==> config.mk <==
export PLATFORM = sky130hd
export DESIGN_NAME = vr_startup_seq
export DESIGN_NICKNAME = d
export VERILOG_FILES = /design/src/rtl/vrs_pkg.sv /design/src/rtl/vrs_pdet_timer.sv /design/src/rtl/vrs_fsm.sv /design/src/rtl/vrs_out_decode.sv /design/src/rtl/vr_startup_seq.sv
export SDC_FILE = /design/constraint.sdc
export NUM_CORES = 1
export LEC_CHECK = 0
export ABC_AREA = 1
export ABC_CLOCK_PERIOD_IN_PS = 3900
export BUFFER_PORTS_ARGS = -buffer_cell sky130_fd_sc_hd__buf_2
export CAP_MARGIN = 40
export CORE_MARGIN = 8
export CORE_UTILIZATION = 37
export CTS_CLUSTER_DIAMETER = 100
export DETAILED_ROUTE_END_ITERATION = 10
export SLEW_MARGIN = 20
export SYNTH_ARGS = -nofsm -noshare
export SYNTH_HDL_FRONTEND = slang
export SYNTH_HIERARCHICAL = 1
export SYNTH_SLANG_ARGS = --single-unit
==> constraint.sdc <==
create_clock -name clk -period 3.9 [get_ports clk]
set_input_delay 0.195 -clock clk [delete_from_list [all_inputs] [get_ports clk]]
set_output_delay 0.195 -clock clk [all_outputs]
set_load 0.05 [all_outputs]
==> src/rtl/vrs_pkg.sv <==
package vrs_pkg;

   typedef enum logic [2:0] {
      ST_IDLE  = 3'd0,
      ST_DLY   = 3'd1,
      ST_SSB   = 3'd2,
      ST_HOLD  = 3'd3,
      ST_SSV   = 3'd4,
      ST_BLANK = 3'd5,
      ST_READY = 3'd6
   } vrs_state_e;

   function automatic logic is_ramp_state(vrs_state_e s);
      return (s == ST_DLY) || (s == ST_HOLD) || (s == ST_BLANK);
   endfunction

endpackage

==> src/rtl/vrs_pdet_timer.sv <==
module vrs_pdet_timer
   import vrs_pkg::*;
#(
   parameter int PDET_CYCLES = 4
)(
   input  logic       clk,
   input  logic       rst_n,
   input  vrs_state_e state,
   output logic       win
);
   localparam int CNT_W = $clog2(PDET_CYCLES + 1);
   localparam logic [CNT_W-1:0] CNT_MAX = CNT_W'(PDET_CYCLES);

   generate
      if (PDET_CYCLES < 1) begin : g_bad_cycles
         $error("PDET_CYCLES must be at least 1");
      end
   endgenerate

   logic [CNT_W-1:0] cnt_q;

   always_ff @(posedge clk or negedge rst_n) begin
      if (!rst_n)
         cnt_q <= '0;
      else if (state != ST_SSB)
         cnt_q <= '0;
      else if (cnt_q < CNT_MAX)
         cnt_q <= cnt_q + 1'b1;
   end

   assign win = (state == ST_SSB) && (cnt_q < CNT_MAX);

   assert_cnt_bound_R4: assert property (@(posedge clk) disable iff (!rst_n)
      cnt_q <= CNT_MAX);
   assert_win_place_R10: assert property (@(posedge clk) disable iff (!rst_n)
      win |-> state == ST_SSB);
   assert_win_start_R4: assert property (@(posedge clk) disable iff (!rst_n)
      (state == ST_SSB && $past(state) == ST_DLY) |-> win);
endmodule

==> src/rtl/vrs_fsm.sv <==
module vrs_fsm
   import vrs_pkg::*;
(
   input  logic       clk,
   input  logic       rst_n,
   input  logic       go,
   input  logic       ramp_hit,
   input  logic       win,
   input  logic       ss_done,
   input  logic       mask_done,
   output vrs_state_e state,
   output logic       fresh
);
   vrs_state_e state_q, state_d;
   logic       fresh_q;
   logic       ramp_live;

   assign ramp_live = is_ramp_state(state_q) && !fresh_q;

   always_comb begin
      state_d = state_q;
      if (!go) begin
         state_d = ST_IDLE;
      end else begin
         unique case (state_q)
            ST_IDLE:  state_d = ST_DLY;
            ST_DLY:   if (ramp_live && ramp_hit) state_d = ST_SSB;
            ST_SSB:   if (!win && ss_done) state_d = ST_HOLD;
            ST_HOLD:  if (ramp_live && ramp_hit) state_d = ST_SSV;
            ST_SSV:   if (!fresh_q && ss_done && mask_done) state_d = ST_BLANK;
            ST_BLANK: if (ramp_live && ramp_hit) state_d = ST_READY;
            ST_READY: state_d = ST_READY;
            default:  state_d = ST_IDLE;
         endcase
      end
   end

   always_ff @(posedge clk or negedge rst_n) begin
      if (!rst_n) begin
         state_q <= ST_IDLE;
         fresh_q <= 1'b0;
      end else begin
         state_q <= state_d;
         fresh_q <= (state_d != state_q);
      end
   end

   assign state = state_q;
   assign fresh = fresh_q;

   assert_idle_wait_R2: assert property (@(posedge clk) disable iff (!rst_n)
      (state_q == ST_IDLE && !go) |=> state_q == ST_IDLE);
   assert_loss_idle_R9: assert property (@(posedge clk) disable iff (!rst_n)
      !go |=> state_q == ST_IDLE);
   assert_vid_gate_R7: assert property (@(posedge clk) disable iff (!rst_n)
      (state_q == ST_SSV && go) |=> (state_q == ST_BLANK) == $past(!fresh_q && ss_done && mask_done));
   assert_ready_hold_R8: assert property (@(posedge clk) disable iff (!rst_n)
      (state_q == ST_READY && go) |=> state_q == ST_READY);
endmodule

==> src/rtl/vrs_out_decode.sv <==
module vrs_out_decode
   import vrs_pkg::*;
#(
   parameter bit REG_OUT = 1'b0
)(
   input  logic       clk,
   input  logic       rst_n,
   input  vrs_state_e state,
   input  logic       fresh,
   input  logic       win,
   output logic       ramp_run,
   output logic       pwm_blank,
   output logic       pdet_win,
   output logic       tgt_vid,
   output logic       ss_en,
   output logic       pgood
);
   logic [5:0] dec;

   always_comb begin
      dec[0] = is_ramp_state(state) && !fresh;
      dec[1] = (state == ST_IDLE) || (state == ST_DLY) || win;
      dec[2] = win;
      dec[3] = (state == ST_SSV) || (state == ST_BLANK) || (state == ST_READY);
      dec[4] = ((state == ST_SSB) && !win) || (state == ST_HOLD) || dec[3];
      dec[5] = (state == ST_READY);
   end

   logic [5:0] out_v;

   generate
      if (REG_OUT) begin : g_reg
         logic [5:0] out_q;
         always_ff @(posedge clk or negedge rst_n) begin
            if (!rst_n) out_q <= 6'b000010;
            else        out_q <= dec;
         end
         assign out_v = out_q;
      end else begin : g_comb
         assign out_v = dec;
      end
   endgenerate

   assign ramp_run  = out_v[0];
   assign pwm_blank = out_v[1];
   assign pdet_win  = out_v[2];
   assign tgt_vid   = out_v[3];
   assign ss_en     = out_v[4];
   assign pgood     = out_v[5];

   if (!REG_OUT) begin : g_chk
      assert_rearm_R3: assert property (@(posedge clk) disable iff (!rst_n)
         (fresh && is_ramp_state(state)) |-> !ramp_run);
      assert_pgood_entry_R8: assert property (@(posedge clk) disable iff (!rst_n)
         $rose(pgood) |-> $past(state) == ST_BLANK);
      assert_blank_win_R4: assert property (@(posedge clk) disable iff (!rst_n)
         pdet_win |-> (pwm_blank && !ss_en));
   end
endmodule

==> src/rtl/vr_startup_seq.sv <==
module vr_startup_seq
   import vrs_pkg::*;
#(
   parameter int PDET_CYCLES = 4,
   parameter bit REG_OUT     = 1'b0
)(
   input  logic       clk,
   input  logic       rst_n,
   input  logic       en_i,
   input  logic       uvlo_ok_i,
   input  logic       ramp_hit_i,
   input  logic       ss_done_i,
   input  logic       vid_mask_done_i,
   output logic       ramp_run_o,
   output logic       pwm_blank_o,
   output logic       pdet_win_o,
   output logic       ss_tgt_vid_o,
   output logic       ss_en_o,
   output logic       pgood_o,
   output logic [2:0] state_o
);
   vrs_state_e state;
   logic       fresh;
   logic       win;
   logic       go;

   assign go = en_i && uvlo_ok_i;

   vrs_fsm u_fsm (
      .clk       (clk),
      .rst_n     (rst_n),
      .go        (go),
      .ramp_hit  (ramp_hit_i),
      .win       (win),
      .ss_done   (ss_done_i),
      .mask_done (vid_mask_done_i),
      .state     (state),
      .fresh     (fresh)
   );

   vrs_pdet_timer #(.PDET_CYCLES(PDET_CYCLES)) u_timer (
      .clk   (clk),
      .rst_n (rst_n),
      .state (state),
      .win   (win)
   );

   vrs_out_decode #(.REG_OUT(REG_OUT)) u_dec (
      .clk       (clk),
      .rst_n     (rst_n),
      .state     (state),
      .fresh     (fresh),
      .win       (win),
      .ramp_run  (ramp_run_o),
      .pwm_blank (pwm_blank_o),
      .pdet_win  (pdet_win_o),
      .tgt_vid   (ss_tgt_vid_o),
      .ss_en     (ss_en_o),
      .pgood     (pgood_o)
   );

   assign state_o = state;

   assert_hold_entry_R6: assert property (@(posedge clk) disable iff (!rst_n)
      (state == ST_HOLD && $past(state) == ST_SSB) |-> $past(ss_done_i && !win));
endmodule

==> key figures <==
CTS
  • Clock input transition at the sequential cells of the worst setup and hold paths: ~50 ps
  • Clock Root Buffer: sky130_fd_sc_hd__clkbuf_4
  • Clock tree from TritonCTS: done
  • Worst-case clock buffer depth: 2
  • Worst-skew pair later-pin latency: 250 ps
  • Number of gates resized after cts: 0
  • Total number of H-tree levels: 1
  • Sink count of the clock tree: 7
  • Number of CTS-inserted buffers: 3

Placement
  • IO buf count: 15
  • Setup WS pre-CTS: about 2100 ps
  • Dpl hpwl: roughly 900 um
  • Placer congestion estimate: 0.822

Floorplan
  • Core region area: ~0.0013 mm2
  • Cell Rows: 13
  • I/O pin cnt: 16
  • Die width: between 50 and 60 um
  • Starting density of the core: between 30% and 40%
  • Die outline area: between 0.002 and 0.003 mm2
  • Floorplan die height: approximately 53 um

Global routing
  • Maximum number of pins on one net before global-route repair: 14
  • Via count of the first global-routing pass: 503
  • Global-route wire length before repair: between 1.5 and 2 mm
  • Global route overflow: 0
  • Number of antenna violations at the first check in global routing: 0
  • Aggregate global-route resource usage: slightly above 9%

Logic synthesis
  • Compound-gate portion of the synthesized area: slightly below 7%
  • Adder-cell share of the synthesized area: 2.48%
  • Sequential element share of the synthesized area: 34.7%
  • Cells after synthesis: 79
  • Post-Synthesis Net Count: 87
  • Synth Area in Simple Gates: between 40% and 50%
  • Synthesized flop and latch total: 7
  • Syn. warnings: 6
  • Proportion of synthesized area in mux cells: 0%
  • Xor/xnor cell area share of the yosys netlist: 0%
  • Synthesized area: between 500 and 600 um2
  • Number of different library cells in the post-synthesis netlist: 16
  • Largest family of logic cells by synthesized area: simple AND/OR/NAND/NOR gates
  • Syn avg cell area: approximately 6.4 um2

Timing
  • Shortest period the worst path allows: just under 2000 ps
  • PnR worst setup slack: just under 2000 ps
  • Hold violation total from the final report: 0
  • Maximum clock frequency: ~500 MHz
  • Count of final max-slew check failures: 0
  • Setup_tns: 0 ps
  • Measured slew at the worst slew-check pin: 421 ps
  • Final setup skew: 4.51 ps
  • Slew headroom: a little under three quarters
  • RSZ-0062 raised after global routing: no
  • Hold slack final: between 300 and 400 ps
  • Final setup violation count: 0
  • Final worst-path cycle share: between 50 and 60%

Critical path
  • Crit Path Category: register to output port
  • Top fanout value on the critical path: 13
  • Required time of the critical path: 3700 ps
  • Element type at the critical path end: output port
  • Peak per-stage delay on the critical path: ~570 ps
  • Slowest-stage cell, CP: sky130_fd_sc_hd__dfrtp_1
  • CP Data Arrival Time: around 1800 ps
  • R2R setup slack: approximately 2100 ps
  • Critical path cell sequence: inv_1 > nor2_4 > nand2_2 > nor2_1 > o21bai_1 > buf_2
  • Startpoint type of the worst setup path: register

Detailed routing
  • Detailed-router iteration count before antenna repair: 4
  • Routed via count: between 500 and 600
  • Total length of routed wires: roughly 1.2 mm
  • Post-route ant nets: 0
  • Final routed DRC violation total: 0
  • Detail-routed net length per standard cell: just over 10 um
  • Vias per cell: approximately 4.7
  • Initial DRC Count: 13

Finish
  • Count of antenna diodes in the layout: 0
  • Relative area change from synthesis to final layout: 24.3%
  • Final layout net count: ~110
  • Fraction of layout instances using a drive strength above 1: around 24%

Power and ir drop
  • Power Density: around 270 mW/mm2
  • Total leakage power: roughly 0.00037 uW
  • Peak supply drop: ~200 uV

Outcome
  • Status: finished clean

Min path
  • Worst hold path type: primary input to asynchronous set/reset pin

Flow run
  • Number of violations of the max-capacitance limit: 0
-- synthesized netlist by cell type (all sizes together) --
| cell | count | share of area [%] |
|---|---|---|
| o21bai | 2 | 3.0 |
| inv | 16 | 12 |
| buf | 1 | 1.5 |
| nor2 | 11 | 10 |
| ha | 1 | 2.5 |
| a21oi | 1 | 0.99 |
| nand3 | 5 | 5.0 |
| nand2 | 27 | 21 |
| o21ai | 3 | 3.0 |
| nand4 | 5 | 6.2 |
| dfrtp | 7 | 35 |
-- sequential cells by signal, indices dropped and copies added, names as in the netlist --
register / cells
u_fsm/state: 3
u_timer/cnt_q: 3
u_fsm/fresh: 1
-- where the power goes --
group	internal [uW]	switching [uW]	total [uW]
logic	8.36	16.9	25.3
clock network	38.9	24.7	63.6
registers	74.8	4.10	78.9
total	122	45.7	168
-- layout by cell type, fill, tap and decap left out --
cell                            Yosys  routed
sky130_fd_sc_hd__nor2_2             1       1
sky130_fd_sc_hd__ha_1               1       1
sky130_fd_sc_hd__o21ai_0            1       1
sky130_fd_sc_hd__nand3_1            5       5
sky130_fd_sc_hd__buf_2              0      15
sky130_fd_sc_hd__inv_2              2       2
sky130_fd_sc_hd__nand4_1            5       5
sky130_fd_sc_hd__clkbuf_1           0       1
sky130_fd_sc_hd__dlygate4sd3_1      0       1
sky130_fd_sc_hd__o21ai_1            2       2
sky130_fd_sc_hd__nor2_1             9       9
sky130_fd_sc_hd__nor2_4             1       1
sky130_fd_sc_hd__inv_1             14      14
sky130_fd_sc_hd__nand2_2            2       2
sky130_fd_sc_hd__clkbuf_4           0       3
sky130_fd_sc_hd__o21bai_1           2       2
sky130_fd_sc_hd__dfrtp_1            7       7
sky130_fd_sc_hd__a21oi_1            1       1
sky130_fd_sc_hd__nand2_1           25      25
-- per-stage QoR --
| stage | power (uW) | cells | cell area (um2) | utilization, % |
|---|---|---|---|---|
| 2_1_floorplan | 96.1 | 79 | 504 | - |
| 3_3_place_gp | 105 | 108 | 591 | 46.0 |
| 3_5_place_dp | 105 | 108 | 591 | 46.0 |
| 4_1_cts | 172 | 113 | 627 | 48.8 |
| 5_1_grt | 180 | 113 | 627 | 48.8 |
| 6_report | 168 | 113 | 627 | 48.8 |
-- worst max-delay path, delay by kind of cell, from the launching register on --
family,cells,cell delay (ps)
buffers and inverters,2,410
DFF,1,570
and+or+nand+nor,3,400
AOI/OAI and AO/OA,1,140
-- what timing repair did --
action	in CTS	in global routing
endpoints found under the hold margin	7	0
setup buffers	0	0
hold buffers	1	0
-- path summary, 6_finish.rpt --
check | startpoint | endpoint | cells after the start
worst min register to register | u_timer/cnt_q[1] | u_timer/cnt_q[1] | 2
worst max register to register | u_fsm/state[1] | u_fsm/fresh | 12
max in group asynchronous | rst_n | u_fsm/state[2] | 2
min in group clk | ramp_hit_i | u_fsm/state[2] | 3
worst min-delay path | rst_n | u_timer/cnt_q[1] | 2
worst max-delay path | u_fsm/state[1] | pwm_blank_o | 6
-- metal layers --
metal / part of all wire [%] / global-route usage, % / vias to the layer above
met5: 0 / 0 / -
met2: 43 / 14.1 / 20
met4: 0 / 3.88 / 0
met1: 45 / 10.7 / 230
met3: 11 / 4.48 / 0
li1: - / - / 281
-- area by class of cell --
class                      count  area [um2]
timing repair buffer          16        85.1
multi-input combinational     55         262
clock buffer                   4        26.3
sequential                     7         175
fill                         153         658
tap                           15        18.8
inverter                      16        60.1
-- logic make-up after synthesis --
logic type                 after synthesis
AOI/OAI and AO/OA                        6
buffers and inverters                   17
adders and majority gates                1
DFF                                      7
and+or+nand+nor                         48
No activity file was read; power rests on OpenSTA's default activity.
